### src/rtl/vmc_pkg.sv
// Package: shared sizing and nibble arithmetic for the video matrix counter.
// Assumes nibble width of at least 1 bit; all math wraps at the nibble width.
package vmc_pkg;

    localparam int DEF_NIB_W = 4;
    localparam int DEF_NIBS  = 3;

endpackage

### src/rtl/vmc_nibble.sv
// One nibble of the offset counter. It reloads from its base slice, adding the
// held carry (wrapping inside the nibble), or steps by the ripple carry.
// Assumes load and step are never asserted in the same cycle.
module vmc_nibble #(
    parameter int W = 4
) (
    input  logic         clk,
    input  logic         rst_n,
    input  logic         en,
    input  logic         load,
    input  logic         step,
    input  logic [W-1:0] base_nib,
    input  logic         held_cin,
    input  logic         ripple_cin,
    output logic [W-1:0] q
);

    logic [W-1:0] held_ext;
    logic [W-1:0] ripple_ext;

    // Widen the single-bit carries to nibble width for wrapping adds.
    always_comb begin
        held_ext   = '0;
        ripple_ext = '0;
        held_ext[0]   = held_cin;
        ripple_ext[0] = ripple_cin;
    end

    // Nibble register: reload with held carry, or step with ripple carry.
    always_ff @(posedge clk) begin
        if (!rst_n) begin
            q <= '0;
        end else if (en && load) begin
            q <= base_nib + held_ext;
        end else if (en && step) begin
            q <= q + ripple_ext;
        end
    end

endmodule

### src/rtl/vmc_carry_hold.sv
// Hold registers for the carries between nibbles. They capture the carry out
// of each lower group on an enabled step only; on any other cycle they keep
// their value, which a following reload then applies.
module vmc_carry_hold #(
    parameter int N = 2
) (
    input  logic         clk,
    input  logic         rst_n,
    input  logic         en,
    input  logic         step,
    input  logic [N-1:0] carry_d,
    output logic [N-1:0] carry_q
);

    // Update held carries only when a step is applied.
    always_ff @(posedge clk) begin
        if (!rst_n) begin
            carry_q <= '0;
        end else if (en && step) begin
            carry_q <= carry_d;
        end
    end

endmodule

### src/rtl/vmc_base_reg.sv
// Row base register. Field clear wins over save; the next-state value is also
// exported so a reload in the same cycle sees the value being stored.
module vmc_base_reg #(
    parameter int W = 12
) (
    input  logic         clk,
    input  logic         rst_n,
    input  logic         en,
    input  logic         save,
    input  logic         clr,
    input  logic [W-1:0] count,
    output logic [W-1:0] base_q,
    output logic [W-1:0] base_nxt
);

    // Select the value the base register takes this cycle.
    always_comb begin
        if (clr) begin
            base_nxt = '0;
        end else if (save) begin
            base_nxt = count;
        end else begin
            base_nxt = base_q;
        end
    end

    // Store the selected base value on enabled cycles.
    always_ff @(posedge clk) begin
        if (!rst_n) begin
            base_q <= '0;
        end else if (en) begin
            base_q <= base_nxt;
        end
    end

endmodule

### src/rtl/vmc_top.sv
// Video matrix offset counter with held inter-nibble carries.
// Assumes: line_load and char_step are mutually exclusive; all strobes are
// qualified by phase_en; NIBS is at least 2.
module vmc_top #(
    parameter int NIB_W = vmc_pkg::DEF_NIB_W,
    parameter int NIBS  = vmc_pkg::DEF_NIBS,
    parameter int CNT_W = NIB_W * NIBS
) (
    input  logic             clk,
    input  logic             rst_n,
    input  logic             phase_en,
    input  logic             line_load,
    input  logic             char_step,
    input  logic             row_save,
    input  logic             field_clr,
    output logic [CNT_W-1:0] vm_count,
    output logic [CNT_W-1:0] fetch_addr
);

    localparam int NB = NIBS - 1;

    logic [CNT_W-1:0] base_q;
    logic [CNT_W-1:0] base_nxt;
    logic [NIBS-1:0]  ripple;
    logic [NB-1:0]    held_q;
    logic [NIBS-1:0]  held_in;
    logic [CNT_W:0]   addr_sum;

    // Immediate ripple carry chain used while stepping.
    always_comb begin
        ripple[0] = 1'b1;
        for (int k = 1; k < NIBS; k++) begin
            ripple[k] = ripple[k-1] & (&vm_count[k*NIB_W-1 -: NIB_W]);
        end
    end

    // Carry into each nibble during reload: none into nibble 0, held above.
    always_comb begin
        held_in = {held_q, 1'b0};
    end

    vmc_base_reg #(.W(CNT_W)) u_base (
        .clk      (clk),
        .rst_n    (rst_n),
        .en       (phase_en),
        .save     (row_save),
        .clr      (field_clr),
        .count    (vm_count),
        .base_q   (base_q),
        .base_nxt (base_nxt)
    );

    vmc_carry_hold #(.N(NB)) u_hold (
        .clk     (clk),
        .rst_n   (rst_n),
        .en      (phase_en),
        .step    (char_step),
        .carry_d (ripple[NIBS-1:1]),
        .carry_q (held_q)
    );

    for (genvar g = 0; g < NIBS; g++) begin : g_nib
        vmc_nibble #(.W(NIB_W)) u_nib (
            .clk        (clk),
            .rst_n      (rst_n),
            .en         (phase_en),
            .load       (line_load),
            .step       (char_step),
            .base_nib   (base_nxt[g*NIB_W +: NIB_W]),
            .held_cin   (held_in[g]),
            .ripple_cin (ripple[g]),
            .q          (vm_count[g*NIB_W +: NIB_W])
        );
    end

    // Fetch address: counter plus one, halved, keeping the top carry.
    always_comb begin
        addr_sum   = {1'b0, vm_count} + {{CNT_W{1'b0}}, 1'b1};
        fetch_addr = addr_sum[CNT_W:1];
    end

endmodule

### config.mk
export PLATFORM = sky130hd
export DESIGN_NAME = vmc_top
export DESIGN_NICKNAME = d
export VERILOG_FILES = /design/src/rtl/vmc_pkg.sv /design/src/rtl/vmc_nibble.sv /design/src/rtl/vmc_carry_hold.sv /design/src/rtl/vmc_base_reg.sv /design/src/rtl/vmc_top.sv
export SDC_FILE = /design/constraint.sdc
export NUM_CORES = 1
export LEC_CHECK = 0
export ABC_AREA = 1
export ABC_CLOCK_PERIOD_IN_PS = 4800
export BUFFER_PORTS_ARGS = -buffer_cell sky130_fd_sc_hd__buf_2
export CAP_MARGIN = 20
export CORE_ASPECT_RATIO = 1.5
export CORE_MARGIN = 2
export CORE_UTILIZATION = 25
export DETAILED_ROUTE_END_ITERATION = 7
export SYNTH_ARGS = -nofsm -noshare
export SYNTH_HDL_FRONTEND = slang
export SYNTH_SLANG_ARGS = --single-unit
### constraint.sdc
create_clock -name clk -period 4.8 [get_ports clk]
set_input_delay 0.96 -clock clk [delete_from_list [all_inputs] [get_ports clk]]
set_output_delay 0.96 -clock clk [all_outputs]
set_load 0.01 [all_outputs]
==> results.toml, run 1 <==
[outcome]
status = "complete, no violations"

[yosys]
syn_inst = 254
avgSynthCellArea_um2 = 6.734
syn_nets = 270
synth_area_mm2 = 0.001710
synth_edf_count = 0
synthFlopType = "dfxtp_1"
async_reset_ff_frac = 0
seq_area_frac_synth = 0.3043
netlist-cell-type-count = 32
synth_seq_cells = 26
yosysWarningCount = 0

[clock_network]
post-cts-setup-buffers = 0
holdBufCountCts = 0
clkSlewWorstSetupHoldPaths_ps = 90
ctsRootBufferMaster = "clkbuf_8"
ctsHtreeMaxLevel = 1
cts_max_path_buffers = 2
cts_sinks = 26
clock_latency_ps = 280
cts_tree = "done"
post_cts_resize_count = 0
cts_made_buffers = 3

[final_layout]
fillers = 734
fin_area_mm2 = 0.001926
fin_util = 0.2928
drive_gt1_frac = 0.2036
n_antenna_cell = 0
mostFrequentLayoutCells = "nand2_1, inv_1, buf_2, dfxtp_1, o21ai_0"
fin_nets = 293
layout_commonest_cell = "nand2_1"
instances_no_fill = 351
area_growth_pct = 12.58

[global_routing]
antenna_found_initial = 0
grt_max_degree = 27
track_usage = 0.1231
grt_pass1_wl_mm = 7.431
overflow = 0
grt_pass1_vias = 1631

[critical_path]
cp-end-kind = "output port"
slowest_delay_ps = 460
cpMaxStageDelayCell = "dfxtp_1"
crit_type = "reg -> out"
startpoint_type = "flip-flop"
rrSetupSlack_ps = 2670
crit_chain = "ha_1, nand3_2, nor3_2, nand2_1, inv_1, ha_1, buf_2"
cpMostUsedCell = "ha_1"
cp.arrival_ps = 2010
cp_data_required_time_ps = 3840
cp_max_fo = 7

[timing]
hold_viol_final = 0
finClkSkew_ps = 7.038
setup_viol_count_final = 0
max_freq_mhz = 337.1
slew_violations = 0
finalCritPeriodShare = 0.6180
worstMarginPinSlew_ps = 423.5
rsz0062_at_grt = "no"
fin_crit_ps = 2967
slew_headroom = 0.7177
finalSetupTns_ps = 0

[route]
wl_per_cell_um = 12.88
first_pass_iters = 4
drcViolationCount = 0
routed_wl_mm = 4.522
ant_nets = 0
via_count = 1670
vias_per_cell = 4.758
detail_route.iter0.violations = 50

[placement]
dp_hpwl_mm = 3.352
port_buffers = 30
placed_cell_area_mm2 = 0.001884
gp_congestion = 0.7976
place_inst = 348

[die]
rows = 36
die_area_mm2 = 0.007533
io_pins = 31
coreArea_mm2 = 0.006576
die_x_um = 71.54
die_h_um = 105.3
initial_utilization = 0.2601

[flow_run]
cap_violations = 0

[power]
pwr_density_cell_mw_per_mm2 = 251.1
p_total_mw = 0.4834
ir_worst_vdd_v = 0.0001869
p_leak_nw = 0.9552

[min_path]
hp-class = "reg -> reg"
## area by class of cell
cell class,count,area (µm²),area share
inverters,38,142.6,0.07407
flip-flops and latches,26,520.5,0.2703
well taps,76,95.09,0.04938
multi-input cells,178,975.9,0.5068
clock buffers,3,41.29,0.02144
repair buffers,30,150.1,0.07797
## metal layers
| metal | track usage | vias up | wire length [µm] |
|---|---|---|---|
| li1 | - | 870 | - |
| met1 | 0.1423 | 750 | 1836 |
| met2 | 0.2123 | 36 | 2317 |
| met3 | 0.007648 | 14 | 136 |
| met4 | 0.08221 | 0 | 231 |
| met5 | 0 | - | 0 |
## metrics by stage
step / hold slack (ps) / worst slack, ps
after floorplan: 489.9 / 2445
after global placement: 502.1 / 2095
after detailed placement: 517.3 / 2119
after CTS: 542.0 / 1810
after global routing: 563.8 / 1697
final: 538.6 / 1833
## report_power, final
| group | switching [mW] | internal (mW) |
|---|---|---|
| clock | 0.0725 | 0.0565 |
| sequential | 0.0179 | 0.231 |
| combinational | 0.0666 | 0.0391 |
## worst max-delay path: cells and delay by family (launching register included)
family	cells	cell delay, ps
fa+ha+maj	2	480
buf+inv	2	230
flops	1	460
simple gates	3	580
## flip-flops by register name (all words and copies together), names as in the netlist
register        flops
g_nib.u_nib.q      12
u_base.base_q      12
u_hold.carry_q      2
## worst paths after layout
kind,startpoint,endpoint,cells past startpoint
max,g_nib[0].u_nib.q[0]$_SDFFE_PN0P_,fetch_addr[7],7
min,u_base.base_q[6]$_SDFFE_PN0P_,u_base.base_q[6]$_SDFFE_PN0P_,2
max reg2reg,g_nib[0].u_nib.q[0]$_SDFFE_PN0P_,g_nib[2].u_nib.q[3]$_SDFFE_PN0P_,10
min reg2reg,u_base.base_q[6]$_SDFFE_PN0P_,u_base.base_q[6]$_SDFFE_PN0P_,2
## kinds of logic after synthesis
family,share of synthesized area
flip-flops,0.3043
AO/OA/AOI/OAI,0.1785
XOR/XNOR,0.04097
AND/OR/NAND/NOR,0.2853
buffers and inverters,0.1251
adder cells (fa/ha/maj),0.06584
## cell usage after synthesis, types with 3 or more instances
cell type  number  area [µm²]
a21oi_1        16       80.08
a31oi_1         7       43.79
buf_4           3       22.52
clkbuf_1        4       15.01
dfxtp_1        26       520.5
ha_1            9       112.6
inv_1          31       116.4
inv_2           7       26.28
nand2_1        46       172.7
nand2_2         3       18.77
nand3_1        13       65.06
nor2_1         20       75.07
nor2_2          3       18.77
nor3_1          3       15.01
nor3_2          4       40.04
o21ai_0        25       125.1
o21ai_1         8       40.04
xor2_1          8       70.07
Note: power is estimated with default switching activity, not from simulation.
==> run 2: changes to the inputs <==
- ABC_CLOCK_PERIOD_IN_PS: 4800 -> 2700
- clock period: 4.8 -> 2.7 ns (I/O delays scaled with it)
==> run 2 against run 1 <==
  * Non-clock buffer count is 2 higher
  * Setup slack worse by 1600 ps
  * Core utilization rose by 0.44 points
  * Sequential power increased by 78%
  * Clock skew fell by 2.3 ps
  * Die area is the same
  * Cell area increased by 1.5%
  * Critical path depth stayed put
  * Final cell count increased by 0.85%
  * Wire length shrank 0.46%
  * Critical endpoint unchanged
  * Largest power group unchanged
==> results.toml, run 2 (synthesis results as in run 1) <==
[critical_path]
cp-end-kind = "output port"
crit_type = "reg -> out"
cpMaxStageDelayCell = "dfxtp_1"
critPathBufInv = 2
slowest_delay_ps = 440
cp_top_family = "simple AND/OR/NAND/NOR gates"
cpMostUsedCell = "ha_1"
crit_chain = "ha_1, nand3_2, nor3_2, nand2_1, inv_1, ha_1, buf_2"
cp_max_fo = 7
cp_data_required_time_ps = 2160
cp.arrival_ps = 1910
startpoint_type = "flip-flop"

[clock_network]
cts_sinks = 26
holdBufCountCts = 0
clkSlewWorstSetupHoldPaths_ps = 90
ctsHtreeMaxLevel = 1
cts_max_path_buffers = 2
clock_latency_ps = 270
ctsRootBufferMaster = "clkbuf_8"
cts_tree = "done"
post_cts_resize_count = 0
cts_made_buffers = 3
post-cts-setup-buffers = 0

[die]
die_h_um = 105.3
coreArea_mm2 = 0.006576
rows = 36
die_x_um = 71.54
die_area_mm2 = 0.007533
initial_utilization = 0.2601
io_pins = 31

[timing]
finalSetupTns_ps = 0
layout_setup_ws_ps = 251.1
slew_headroom = 0.7184
whs_ps = 536.8
setup_viol_count_final = 0
rsz0062_at_grt = "no"
worstMarginPinSlew_ps = 422.4
finClkSkew_ps = 4.734
finalCritPeriodShare = 0.9070
hold_viol_final = 0
slew_violations = 0
fin_crit_ps = 2449
max_freq_mhz = 408.3

[final_layout]
n_antenna_cell = 0
largestRegisters = "g_nib.u_nib.q: 12 flops, u_base.base_q: 12 flops, u_hold.carry_q: 2 flops"
drive_gt1_frac = 0.2122
fin_util = 0.2972
area_growth_pct = 14.26
fin_nets = 295
instances_no_fill = 354
mostFrequentLayoutCells = "nand2_1, inv_1, buf_2, dfxtp_1, o21ai_0"
fin_area_mm2 = 0.001954
layout_commonest_cell = "nand2_1"

[placement]
gp_congestion = 0.7520
dp_hpwl_mm = 3.371
place_inst = 350
placed_cell_area_mm2 = 0.001899
dpl_worst_slack_ps = 541.4
port_buffers = 30

[power]
pwr_density_cell_mw_per_mm2 = 456.1
ir_worst_vdd_v = 0.0002179
p_total_mw = 0.8915
p_leak_nw = 0.9716

[route]
first_pass_iters = 4
ant_nets = 0
routed_wl_mm = 4.501
wl_per_cell_um = 12.71
via_count = 1688
drcViolationCount = 0
detail_route.iter0.violations = 38
vias_per_cell = 4.768

[global_routing]
grt_pass1_vias = 1493
grt_max_degree = 26
antenna_found_initial = 0
grt_pass1_wl_mm = 7.155
overflow = 0
track_usage = 0.1197

[min_path]
hp-class = "reg -> reg"

[flow_run]
cap_violations = 0

[outcome]
status = "complete, no violations"
## run 2: changes by cell type in the layout (fill, tap and decap cells not counted), sizes merged
cell	delta
buf	+2
clkbuf	+1
## run 2: final timing paths
kind	startpoint	cells after the start	endpoint	slack, ps
min	u_base.base_q[7]$_SDFFE_PN0P_	2	u_base.base_q[7]$_SDFFE_PN0P_	540
max reg2reg	g_nib[0].u_nib.q[0]$_SDFFE_PN0P_	10	g_nib[2].u_nib.q[3]$_SDFFE_PN0P_	640
min reg2reg	u_base.base_q[7]$_SDFFE_PN0P_	2	u_base.base_q[7]$_SDFFE_PN0P_	540
max	g_nib[0].u_nib.q[0]$_SDFFE_PN0P_	7	fetch_addr[7]	250
## run 2: routing by layer
| layer | global-route usage | share of wire | vias up | wire length (µm) |
|---|---|---|---|---|
| met2 | 0.2156 | 0.52 | 33 | 2340 |
| met3 | 0.005736 | 0.015 | 8 | 68 |
| met1 | 0.1401 | 0.43 | 775 | 1952 |
| li1 | - | - | 872 | - |
| met5 | 0 | 0 | - | 0 |
| met4 | 0.05930 | 0.031 | 0 | 140 |
## run 2: area by class of cell
class / count / area [µm²]
clock buffers: 4 / 55.05
fillers: 712 / 4622
inverters: 38 / 142.6
multi-input cells: 178 / 975.9
flip-flops and latches: 26 / 520.5
well taps: 76 / 95.09
repair buffers: 32 / 165.2
## run 2: worst min-delay path, stage by stage, from the launching register on
cell and delay, ps:
dfxtp_1 320, o21ai_0 130, a21oi_1 40
## run 2: power by group
part	switching (mW)	leakage [nW]	total [mW]	internal, mW
clock	0.128	0.0288	0.258	0.130
sequential	0.0324	0.215	0.443	0.410
combinational	0.119	0.728	0.190	0.0711
==> run 3: changes to the inputs <==
- REMOVE_ABC_BUFFERS: not set -> 1
==> run 3 against run 2 <==
  * Sequential power about the same
  * Register-to-register slack improved by 30 ps
  * Global-route usage rose by 0.50 points
  * Fmax fell by 0.34%
  * Clock-buffer cell count down 1
  * Via count decreased by 0.24%
  * Power fell by 2.0%
  * Critical path type unchanged
  * Hold slack worse by 1.1 ps
  * Clock skew down 3.4 ps
  * Highest routed layer unchanged
==> results.toml, run 3 (synthesis results as in run 1) <==
[critical_path]
cp_data_required_time_ps = 2160
cp-end-kind = "output port"
cp.arrival_ps = 1920
cpMostUsedCell = "ha_1"
critPathBufInv = 2
startpoint_type = "flip-flop"
crit_chain = "ha_1, nand3_2, nor3_2, nand2_1, inv_1, ha_1, buf_2"
cp_max_fo = 7
cpMaxStageDelayCell = "dfxtp_1"
crit_type = "reg -> out"
cp_top_family = "adder cells"
slowest_delay_ps = 450

[global_routing]
grt_pass1_vias = 1555
overflow = 0
grt_max_degree = 26
track_usage = 0.1246
antenna_found_initial = 0
grt_pass1_wl_mm = 7.521

[route]
vias_per_cell = 4.757
drcViolationCount = 0
via_count = 1684
routed_wl_mm = 4.621
wl_per_cell_um = 13.05
first_pass_iters = 4
ant_nets = 0
detail_route.iter0.violations = 134

[timing]
worstMarginPinSlew_ps = 434.1
finalCritPeriodShare = 0.9101
finalSetupTns_ps = 0
slew_headroom = 0.7106
fin_crit_ps = 2457
setup_viol_count_final = 0
finClkSkew_ps = 1.342
max_freq_mhz = 407.0
hold_viol_final = 0
slew_violations = 0
rsz0062_at_grt = "no"

[clock_network]
cts_tree = "done"
clkSlewWorstSetupHoldPaths_ps = 100
clock_latency_ps = 280
post_cts_resize_count = 0
ctsHtreeMaxLevel = 1
holdBufCountCts = 0
cts_max_path_buffers = 2
ctsRootBufferMaster = "clkbuf_8"
post-cts-setup-buffers = 0
cts_made_buffers = 3
cts_sinks = 26

[placement]
dp_hpwl_mm = 3.383
port_buffers = 30
gp_congestion = 0.8283

[die]
initial_utilization = 0.2601
die_x_um = 71.54
die_area_mm2 = 0.007533
die_h_um = 105.3
io_pins = 31
rows = 36
coreArea_mm2 = 0.006576

[final_layout]
fin_util = 0.2962
mostFrequentLayoutCells = "nand2_1, inv_1, buf_2, dfxtp_1, o21ai_0"
n_antenna_cell = 0
largestRegisters = "g_nib.u_nib.q: 12 flops, u_base.base_q: 12 flops, u_hold.carry_q: 2 flops"
fillers = 747
seqCellArea_um2 = 520.5
fin_nets = 296
drive_gt1_frac = 0.2122
area_growth_pct = 13.90
multiInputGateArea_um2 = 975.9
layout_commonest_cell = "nand2_1"

[flow_run]
cap_violations = 0

[min_path]
hp-class = "reg -> reg"

[power]
pwr_density_cell_mw_per_mm2 = 448.5
p_leak_nw = 0.9696
ir_worst_vdd_v = 0.0001743

[outcome]
status = "complete, no violations"
## run 3: routing by layer
metal | GRT usage | share of wire
met2 | 0.1997 | 0.46
met3 | 0.02486 | 0.045
met1 | 0.1622 | 0.47
met4 | 0.04852 | 0.025
met5 | 0 | 0
## run 3: cell type report
class / instances / area share
clock buffers: 3 / 0.02119
inverters: 38 / 0.07322
multi-input cells: 178 / 0.5010
flip-flops and latches: 26 / 0.2672
well taps: 76 / 0.04881
repair buffers: 33 / 0.08863
## run 3: final timing paths
path                                     from  cells past startpoint                          endpoint  slack [ps]
max          g_nib[0].u_nib.q[0]$_SDFFE_PN0P_                      7                     fetch_addr[7]         240
min            u_base.base_q[10]$_SDFFE_PN0P_                      2    u_base.base_q[10]$_SDFFE_PN0P_         540
max reg2reg  g_nib[0].u_nib.q[0]$_SDFFE_PN0P_                     12  g_nib[2].u_nib.q[2]$_SDFFE_PN0P_         670
min reg2reg    u_base.base_q[10]$_SDFFE_PN0P_                      2    u_base.base_q[10]$_SDFFE_PN0P_         540
## run 3: per-stage QoR
stage	setup slack (ps)	cell area, µm²	cells	hold slack [ps]	total power [mW]
floorplan	764.8	1639	242	489.9	0.5633
global placement	628.2	1907	351	503.5	0.6446
detailed placement	554.1	1907	351	519.4	0.6466
CTS	237.4	1948	354	537.2	0.8792
global route	72.51	1948	354	555.5	0.9195
finish	242.7	1948	354	535.7	0.8738
## run 3: power breakdown
group	internal, mW	switching [mW]	leakage, nW	total (mW)
clock	0.100	0.136	0.0216	0.237
combinational	0.0723	0.122	0.733	0.195
sequential	0.410	0.0320	0.215	0.442
total	0.583	0.291	0.970	0.874
## run 3: tightest hold or removal path: cells and delay by family (launching register included)
family             cells  cell delay [ps]
AOI/OAI and AO/OA      2              170
DFF                    1              330
